[src/rtl/ustep_pkg.sv]
// Shared constants, types and table arithmetic for the microstep sequencer.
// Assumes a 64-entry electrical cycle (POS_W = 6), so a quarter wave has 16 points plus the endpoint.
package ustep_pkg;
    localparam int POS_W  = 6;
    localparam int WORD_W = 8;
    localparam int QTR_W  = POS_W - 2;
    localparam int QTR    = 1 << QTR_W;

    typedef logic [POS_W-1:0]  pos_t;
    typedef logic [WORD_W-1:0] word_t;
    typedef enum logic [1:0] {B_IDLE, B_SET, B_STB, B_HOLD} bus_st_t;

    // Quarter-wave magnitude round(127*sin(k*pi/32)), k = 0..16
    function automatic logic [WORD_W-2:0] quarter_mag(input logic [QTR_W:0] k);
        case (k)
            5'd0:  quarter_mag = 7'd0;
            5'd1:  quarter_mag = 7'd12;
            5'd2:  quarter_mag = 7'd25;
            5'd3:  quarter_mag = 7'd37;
            5'd4:  quarter_mag = 7'd49;
            5'd5:  quarter_mag = 7'd60;
            5'd6:  quarter_mag = 7'd71;
            5'd7:  quarter_mag = 7'd81;
            5'd8:  quarter_mag = 7'd90;
            5'd9:  quarter_mag = 7'd98;
            5'd10: quarter_mag = 7'd106;
            5'd11: quarter_mag = 7'd112;
            5'd12: quarter_mag = 7'd117;
            5'd13: quarter_mag = 7'd122;
            5'd14: quarter_mag = 7'd125;
            5'd15: quarter_mag = 7'd126;
            5'd16: quarter_mag = 7'd127;
            default: quarter_mag = 7'd0;
        endcase
    endfunction

    // Sign/magnitude sine word of a position: quadrant folds the quarter table
    function automatic word_t sine_word(input pos_t p);
        logic [QTR_W-1:0] idx;
        logic [QTR_W:0]   k;
        idx = p[QTR_W-1:0];
        if (p[POS_W-2])
            k = (QTR_W+1)'(QTR) - {1'b0, idx};
        else
            k = {1'b0, idx};
        return {p[POS_W-1], quarter_mag(k)};
    endfunction
endpackage

[src/rtl/ustep_lut.sv]
// Quadrature lookup: sine word for channel 1 and cosine word for channel 2 of one position.
// Purely combinational; assumes the position is held stable during a write sequence.
module ustep_lut
    import ustep_pkg::*;
(
    input  pos_t  pos_i,
    output word_t ch1_o,
    output word_t ch2_o
);
    // Cosine is the sine a quarter cycle ahead
    always_comb begin
        ch1_o = sine_word(pos_i);
        ch2_o = sine_word(pos_i + pos_t'(QTR));
    end
endmodule

[src/rtl/ustep_pos.sv]
// Position counter with a one-entry step queue and the post-reset update request.
// Assumes free_i is high in any cycle where the bus engine can accept a new sequence.
module ustep_pos
    import ustep_pkg::*;
(
    input  logic clk,
    input  logic rst_n,
    input  logic step_i,
    input  logic dir_i,
    input  pos_t stride_i,
    input  logic free_i,
    output logic go_o,
    output logic init_o,
    output pos_t pos_o
);
    logic init_q, pend_q, pdir_q;
    pos_t pos_q;
    logic take_pend, take_step;

    // Decide which request, if any, starts a sequence this cycle
    always_comb begin
        take_pend = free_i && !init_q && pend_q;
        take_step = free_i && !init_q && !pend_q && step_i;
        go_o      = free_i && (init_q || pend_q || step_i);
        init_o    = init_q;
        pos_o     = pos_q;
    end

    // Advance the position and manage the queue slot
    always_ff @(posedge clk) begin
        if (!rst_n) begin
            init_q <= 1'b1;
            pend_q <= 1'b0;
            pdir_q <= 1'b0;
            pos_q  <= '0;
        end else if (free_i) begin
            init_q <= 1'b0;
            if (init_q || pend_q) begin
                pend_q <= step_i;
                pdir_q <= dir_i;
            end else begin
                pend_q <= 1'b0;
            end
            if (take_pend)
                pos_q <= pdir_q ? pos_q + stride_i : pos_q - stride_i;
            else if (take_step)
                pos_q <= dir_i ? pos_q + stride_i : pos_q - stride_i;
        end else if (step_i && !pend_q) begin
            pend_q <= 1'b1;
            pdir_q <= dir_i;
        end
    end
endmodule

[src/rtl/ustep_bus.sv]
// Bus engine: each write is setup, strobe and hold clocks; double mode chains channel 1 then 2.
// Assumes go_i is only acted on while free_o is high.
module ustep_bus
    import ustep_pkg::*;
(
    input  logic clk,
    input  logic rst_n,
    input  logic go_i,
    input  logic force_dbl_i,
    input  logic single_i,
    output logic free_o,
    output logic busy_o,
    output logic cs_n_o,
    output logic wr_o,
    output logic ch_o
);
    bus_st_t st_q;
    logic    ch_q, dbl_q, alt_q;
    logic    last, alt_nx, start_dbl;

    // Sequence end detection and next single-pulse channel
    always_comb begin
        last      = (st_q == B_HOLD) && !(dbl_q && !ch_q);
        free_o    = (st_q == B_IDLE) || last;
        alt_nx    = last ? (dbl_q ? 1'b0 : ~ch_q) : alt_q;
        start_dbl = force_dbl_i || !single_i;
        busy_o    = (st_q != B_IDLE);
        cs_n_o    = (st_q == B_IDLE);
        wr_o      = (st_q == B_STB);
        ch_o      = ch_q;
    end

    // Step through the write phases
    always_ff @(posedge clk) begin
        if (!rst_n) begin
            st_q  <= B_IDLE;
            ch_q  <= 1'b0;
            dbl_q <= 1'b1;
            alt_q <= 1'b0;
        end else begin
            alt_q <= alt_nx;
            if (free_o && go_i) begin
                st_q  <= B_SET;
                dbl_q <= start_dbl;
                ch_q  <= start_dbl ? 1'b0 : alt_nx;
            end else if (free_o) begin
                st_q <= B_IDLE;
            end else begin
                case (st_q)
                    B_SET:   st_q <= B_STB;
                    B_STB:   st_q <= B_HOLD;
                    B_HOLD: begin
                        st_q <= B_SET;
                        ch_q <= 1'b1;
                    end
                    default: st_q <= B_IDLE;
                endcase
            end
        end
    end
endmodule

[src/rtl/ustep_seq.sv]
// Top level: step/direction input to two-channel sign/magnitude converter writes.
// Assumes step_i is synchronous to clk; every high clock counts as one step.
module ustep_seq
    import ustep_pkg::*;
(
    input  logic              clk,
    input  logic              rst_n,
    input  logic              step_i,
    input  logic              dir_i,
    input  logic [POS_W-1:0]  stride_i,
    input  logic              single_i,
    output logic              busy_o,
    output logic              cs_n_o,
    output logic              a0_o,
    output logic              wr_o,
    output logic [WORD_W-1:0] data_o
);
    logic  free, go, init, bus_busy, ch;
    pos_t  pos;
    word_t w1, w2;

    ustep_pos u_pos (
        .clk(clk), .rst_n(rst_n), .step_i(step_i), .dir_i(dir_i),
        .stride_i(stride_i), .free_i(free), .go_o(go), .init_o(init), .pos_o(pos)
    );

    ustep_bus u_bus (
        .clk(clk), .rst_n(rst_n), .go_i(go), .force_dbl_i(init), .single_i(single_i),
        .free_o(free), .busy_o(bus_busy), .cs_n_o(cs_n_o), .wr_o(wr_o), .ch_o(ch)
    );

    ustep_lut u_lut (.pos_i(pos), .ch1_o(w1), .ch2_o(w2));

    // Route the addressed channel's word onto the bus
    always_comb begin
        a0_o   = ch;
        data_o = ch ? w2 : w1;
        busy_o = bus_busy || init;
    end
endmodule

[config.mk]
export PLATFORM = sky130hd
export DESIGN_NAME = ustep_seq
export DESIGN_NICKNAME = d
export VERILOG_FILES = /design/src/rtl/ustep_pkg.sv /design/src/rtl/ustep_lut.sv /design/src/rtl/ustep_pos.sv /design/src/rtl/ustep_bus.sv /design/src/rtl/ustep_seq.sv
export SDC_FILE = /design/constraint.sdc
export NUM_CORES = 1
export LEC_CHECK = 0
export ABC_AREA = 1
export BUFFER_PORTS_ARGS = -buffer_cell sky130_fd_sc_hd__clkbuf_2
export CORE_UTILIZATION = 54
export DETAILED_ROUTE_END_ITERATION = 10
export PLACE_DENSITY = 0.79
export SYNTH_ARGS = -nofsm -noshare
export SYNTH_HDL_FRONTEND = slang
export SYNTH_HIERARCHICAL = 1
export SYNTH_SLANG_ARGS = --single-unit
[constraint.sdc]
create_clock -name clk -period 4.5 [get_ports clk]
set_input_delay 0.45 -clock clk [delete_from_list [all_inputs] [get_ports clk]]
set_output_delay 0.45 -clock clk [all_outputs]
set_load 0.05 [all_outputs]
Yosys cells after proc, flatten, opt, wreduce, memory -nomap -nowiden
Memory sizes are Yosys's and may differ from the RTL's.
Index checks and enable logic that the tools add are counted.
- input bits: 11
- register bits: 14
- bits in read-only memories: 448
- memories: 2
- output and inout port bits: 12
- word-level logic and storage cells: 73
- memories (memory ; depth ; width ; rd ports ; clocked after memory_dff ; wr ports ; RTL line ; source):
    (no name shown) ; 32 ; 7 ; 1 ; 0 ; 0 ; ustep_pkg.sv:15 ; case (k)
    (no name shown) ; 32 ; 7 ; 1 ; 0 ; 0 ; ustep_pkg.sv:15 ;
- equality and inequality tests: 5
- reductions and logical operators: 28
- add/sub/neg operators: 5
- muxes and demuxes: 22
- bitwise operators: 2
- operators by type and width (operator ; count):
    $mux 6 ; 4
    $mux 1 ; 14
    $mux 5 ; 2
    $sub 5x4->5 const A ; 2
    $logic_and 1x1->1 ; 9
    $mux 8 ; 1
    $reduce_bool 2->1 ; 4
    $add 6x5->6 const B ; 1
    $add 6x6->6 ; 1
    $pmux 2 s3 ; 1
    $reduce_and 2->1 ; 3
    $sub 6x6->6 ; 1
    $logic_not 1->1 ; 5
    $logic_or 1x1->1 ; 5
    $eq 2x2->1 const B ; 2
    $ne 2x2->1 const B ; 2
    $reduce_or 3->1 ; 1
    $eq 2x1->1 const B ; 1
    $logic_not 2->1 ; 1
    $not 1->1 ; 2

Logic depth before layout (Yosys ltp)
- word-level depth: 10
- mapped depth: 14
- gate-level depth less buffers: 14

Modules after synthesis
The synthesis kept the hierarchy.
- modules (own cells, without submodules) (module ; times used ; sequential area each (µm²) ; area each (µm²) ; cells an instance):
    ustep_pos ; 1 ; 180.2 ; 953.4 ; 152
    ustep_lut ; 1 ; 0.0 ; 854.6 ; 158
    ustep_bus ; 1 ; 100.1 ; 322.8 ; 41
    ustep_seq ; 1 ; 0.0 ; 111.4 ; 27

Least setup slack after synthesis
Ideal clock, no wire load.
- path type: register -> output
- from: reg u_pos.pos_q[0], in the netlist u_pos/pos_o[0]
- to: out data_o[3]
- required time: 4.050 ns
- slack: 1.701 ns
- buffers on the path: 0
- arrival: 2.349 ns
- stages on the path, launching flop included: 13
- path through: dfxtp_1 -> inv_1 -> ha_1 -> inv_1 -> o21ai_2 -> ha_1 -> inv_1 -> nand3_1 -> nand3_1 -> nand3_1 -> nand2_1 -> nand2_1 -> nand2_1
- word-level cells in the longest chain between the ends: 5
- elaborated cells on any way between the ends: 8
- classes of those cells: 3 x add/sub; 3 x mux; 2 x memory
- RTL lines (item ; RTL line ; source):
    start: declaration ; ustep_pos.sv:17 ; pos_t pos_q;
    start signal: assignment ; ustep_pos.sv:45 ; pos_q <= pdir_q ? pos_q + stride_i : pos_q - stride_i;
    start signal: assignment ; ustep_pos.sv:47 ; pos_q <= dir_i ? pos_q + stride_i : pos_q - stride_i;
    $add 6x5->6 * ; ustep_lut.sv:13 ; ch2_o = sine_word(pos_i + pos_t'(QTR));
    $sub 5x4->5 ; ustep_pkg.sv:43 ; k = (QTR_W+1)'(QTR) - {1'b0, idx};
    $mux 5 * ; ustep_pkg.sv:42 ; if (p[POS_W-2])
    $mem_v2 32x7 * ; - ;
    net w2[3] ; ustep_seq.sv:20 ; word_t w1, w2;
    $mux 8 * ; ustep_seq.sv:37 ; data_o = ch ? w2 : w1;
    end: declaration ; ustep_seq.sv:16 ; output logic [WORD_W-1:0] data_o
Mark *: on every way through the listed nets, which the timed path passes. The rest lies on a longest branch.

Worst setup path in the final report
Same ends and word-level chain as after synthesis.

==> run_results.csv <==
group,metric,value,unit
critical_path,worstPathMaxFanout,12,
finish,syn2layout_area_growth,7.64,%
synthesis,netlist_area,0.00224,mm²
synthesis,synth_seq_cells,14,
critical_path,r2r_slack,2410,ps
finish,drive_gt1_share,16.8,%
critical_path,arrival,2910,ps
flow_run,cap_violations,0,
floorplan,io_pins,23,
floorplan,start_util,56.1,%
global_route,grt_use_total,23.6,%
timing,finClkSkew,1.29,ps
timing,hold_viol_final,0,
global_route,antenna_found_initial,0,
timing,period_minus_slack,3360,ps
synthesis,synth.area.top_cells,"nand2_1 24%, ha_1 13%, dfxtp_1 13%",
critical_path,path_class,"register to output pin",
synthesis,yosysMostFrequentCell,"nand2_1",
floorplan,die_h,66.4,µm
place,dpl.hpwl,3.85,mm
synthesis,ys.flop_type,"dfxtp_1",
critical_path,critPathRequiredTime,4050,ps
floorplan,fp.dieW,66.4,µm
clock_tree,htree_levels,1,
global_route,overflow,0,
critical_path,crit_path_max_incr_delay,570,ps
synthesis,yosysWarnings,6,
finish,fin_util,60.3,%
detailed_routing,firstDrtPassIters,4,
timing,tightestPinTransition,738,ps
synthesis,synth_area_leader_cell,"nand2_1",
detailed_routing,drc,0,
critical_path,cp-end-kind,"output pin",
floorplan,rows,23,
clock_tree,path_clk_slew,50,ps
synthesis,synth-edff-count,0,
timing,fin_setup_tns,0,ps
clock_tree,clkLatencyLatePin,240,ps
critical_path,reg2reg_from,"u_bus/ch_o",
timing,max_freq,297,MHz
clock_tree,hold_buffers,0,
timing,setup_violations,0,
finish,antenna_cells,0,
finish,n_fill_cell,418,
finish,final_nets,436,
clock_tree,postCtsSetupBuffers,0,
pwr,ir_drop,0.362,mV
critical_path,crit_cells,13,
pwr,powerDensity,422,mW/mm²
detailed_routing,ant_nets,0,
detailed_routing,drt_iter0_markers,103,
synthesis,ys_seq_area_share,12.5,%
synthesis,synth_cells,378,
critical_path,endpoint,"data_o[3]",
global_route,met1_usage,27.7,%
critical_path,worst_r2r_endpoint,"u_pos/pos_o[4]",
place,gp_congestion,0.882,
pwr,power.leakage,1.39,nW
detailed_routing,wl,4.73,mm
clock_tree,root_buffer,"clkbuf_8",
synthesis,syn_nets,414,
floorplan,core_area,0.00400,mm²
floorplan,dieArea,0.00441,mm²
worst_hold_path,hold_class,"register to register",
global_route,grt_pass1_wl,8.27,mm
detailed_routing,vias_per_cell,5.04,
clock_tree,cts_resized,0,
timing,rsz0062_at_grt,"no",
critical_path,crit_chain,"inv_1 > ha_1 > inv_1 > o21ai_2 > ha_1 > inv_1 > nand3_1 > nand3_1 > nand3_1 > nand2_1 > nand2_1 > nand2_1 > clkbuf_2",
critical_path,slowest_stage,"dfxtp_1",
timing,fin_crit_sh,74.7,%
critical_path,path_delay_family,"buffers and inverters",
synthesis,synth.distinct_cells,34,
global_route,grt_pass1_vias,1996,
timing,relSlewSlack,50.6,%
critical_path,reg2reg_depth,7,
global_route,met2_usage,45.8,%
place,io_buffer_count,22,
clock_tree,cts_tree,"built",
synthesis,yosysTopAreaCellShare,23.6,%
clock_tree,clock_path_buffers,2,
finish,ff_latch_area,280,µm²
detailed_routing,vias,2258,
critical_path,worst_setup_path_start_kind,"register",
global_route,grt.met3_usage,3.28,%
clock_tree,cts.sinks,14,
global_route,grt_max_degree,15,
timing,drv_slew,0,
synthesis,ys_top_cells_by_count,"141 x nand2_1, 45 x inv_1, 44 x nand3_1",
critical_path,startpoint,"u_pos/pos_o[0]",
synthesis,async_flop_share,0,%
global_route,grt.busiest_layer,"met2",
run_status,outcome,"finished, final reports clean",
critical_path,cp.buffers_inverters,4,
finish,multi_input_area,0.00171,mm²
detailed_routing,wire_per_inst,10.6,µm
synthesis,synth_area_per_cell,5.93,µm²
clock_tree,cts_made_buffers,3,
worst min path at each step:
| stage | start | end | slack, ps | cells after the start |
|---|---|---|---|---|
| finish | u_bus/dbl_q | u_bus/dbl_q | 490 | 2 |
| global route | u_bus/dbl_q | u_bus/dbl_q | 520 | 2 |
| CTS | u_bus/dbl_q | u_bus/dbl_q | 490 | 2 |
| detailed placement | u_bus/dbl_q | u_bus/dbl_q | 480 | 2 |
| global placement | u_bus/dbl_q | u_bus/dbl_q | 460 | 2 |
| floorplan | u_bus/dbl_q | u_bus/dbl_q | 450 | 2 |
placed cells by master (no fill, tap or decap), drive strengths merged, types with 2 or more instances in the layout:
cell type,count
fa,2
or2,2
ha,23
nor2,26
nand3b,2
o21ai,13
o211ai,4
clkbuf,25
nand4,4
nand3,51
a21oi,13
inv,54
xor2,3
dfxtp,14
nand2,158
power by group:
part	total, mW	leakage (nW)	internal, mW	switching [mW]
combinational	0.746	1.25	0.228	0.517
clock	0.0988	0.0216	0.0591	0.0397
sequential	0.173	0.115	0.141	0.0322
stage by stage:
stage / setup slack, ps / instance area (µm²) / cells / hold slack [ps] / power [mW]
global route: 893 / 2410 / 448 / 523 / 1.13
CTS: 1160 / 2410 / 448 / 487 / 1.02
detailed placement: 1430 / 2370 / 445 / 475 / 0.920
global placement: 1540 / 2370 / 445 / 463 / 0.910
floorplan: 1700 / 2240 / 378 / 451 / 0.787
finish: 1140 / 2410 / 448 / 487 / 1.02
flip-flops by register name (all words and copies together) (netlist names):
name,cells
u_pos/pend_q,1
u_bus/alt_q,1
u_pos/pdir_q,1
u_bus/ch_o,1
u_pos/init_o,1
u_pos/pos_o,6
u_bus/dbl_q,1
u_bus/st_q,2
per-layer routing:
metal	routed length [µm]	vias up
li1	-	1233
met1	2220	989
met2	2370	32
met3	109	4
met4	27	0
met5	0	-
layout make-up:
| class | count | share of cell area, % |
|---|---|---|
| timing repair buffer | 22 | 4.56 |
| inverter | 54 | 8.50 |
| sequential | 14 | 11.6 |
| multi-input combinational | 305 | 71.0 |
| tap | 50 | 2.59 |
| clock buffer | 3 | 1.71 |
kinds of logic (layout without fill, tap and decap cells):
family	after synthesis	after routing	synth area share, %
AO/OA/AOI/OAI	31	31	8.26
XOR/XNOR	4	4	1.56
adder cells (fa/ha/maj)	25	25	14.6
buffers and inverters	59	79	11.0
flip-flops	14	14	12.5
AND/OR/NAND/NOR	245	245	52.0
worst register-to-register path, stage by stage (launching register included):
cell	delay, ps
dfxtp_1	570
nand2_2	170
nand3_4	190
nand2_4	90
nor2_1	570
o21ai_1	180
nor2_1	140
a21oi_1	70
(Power assumes the default switching activity.)
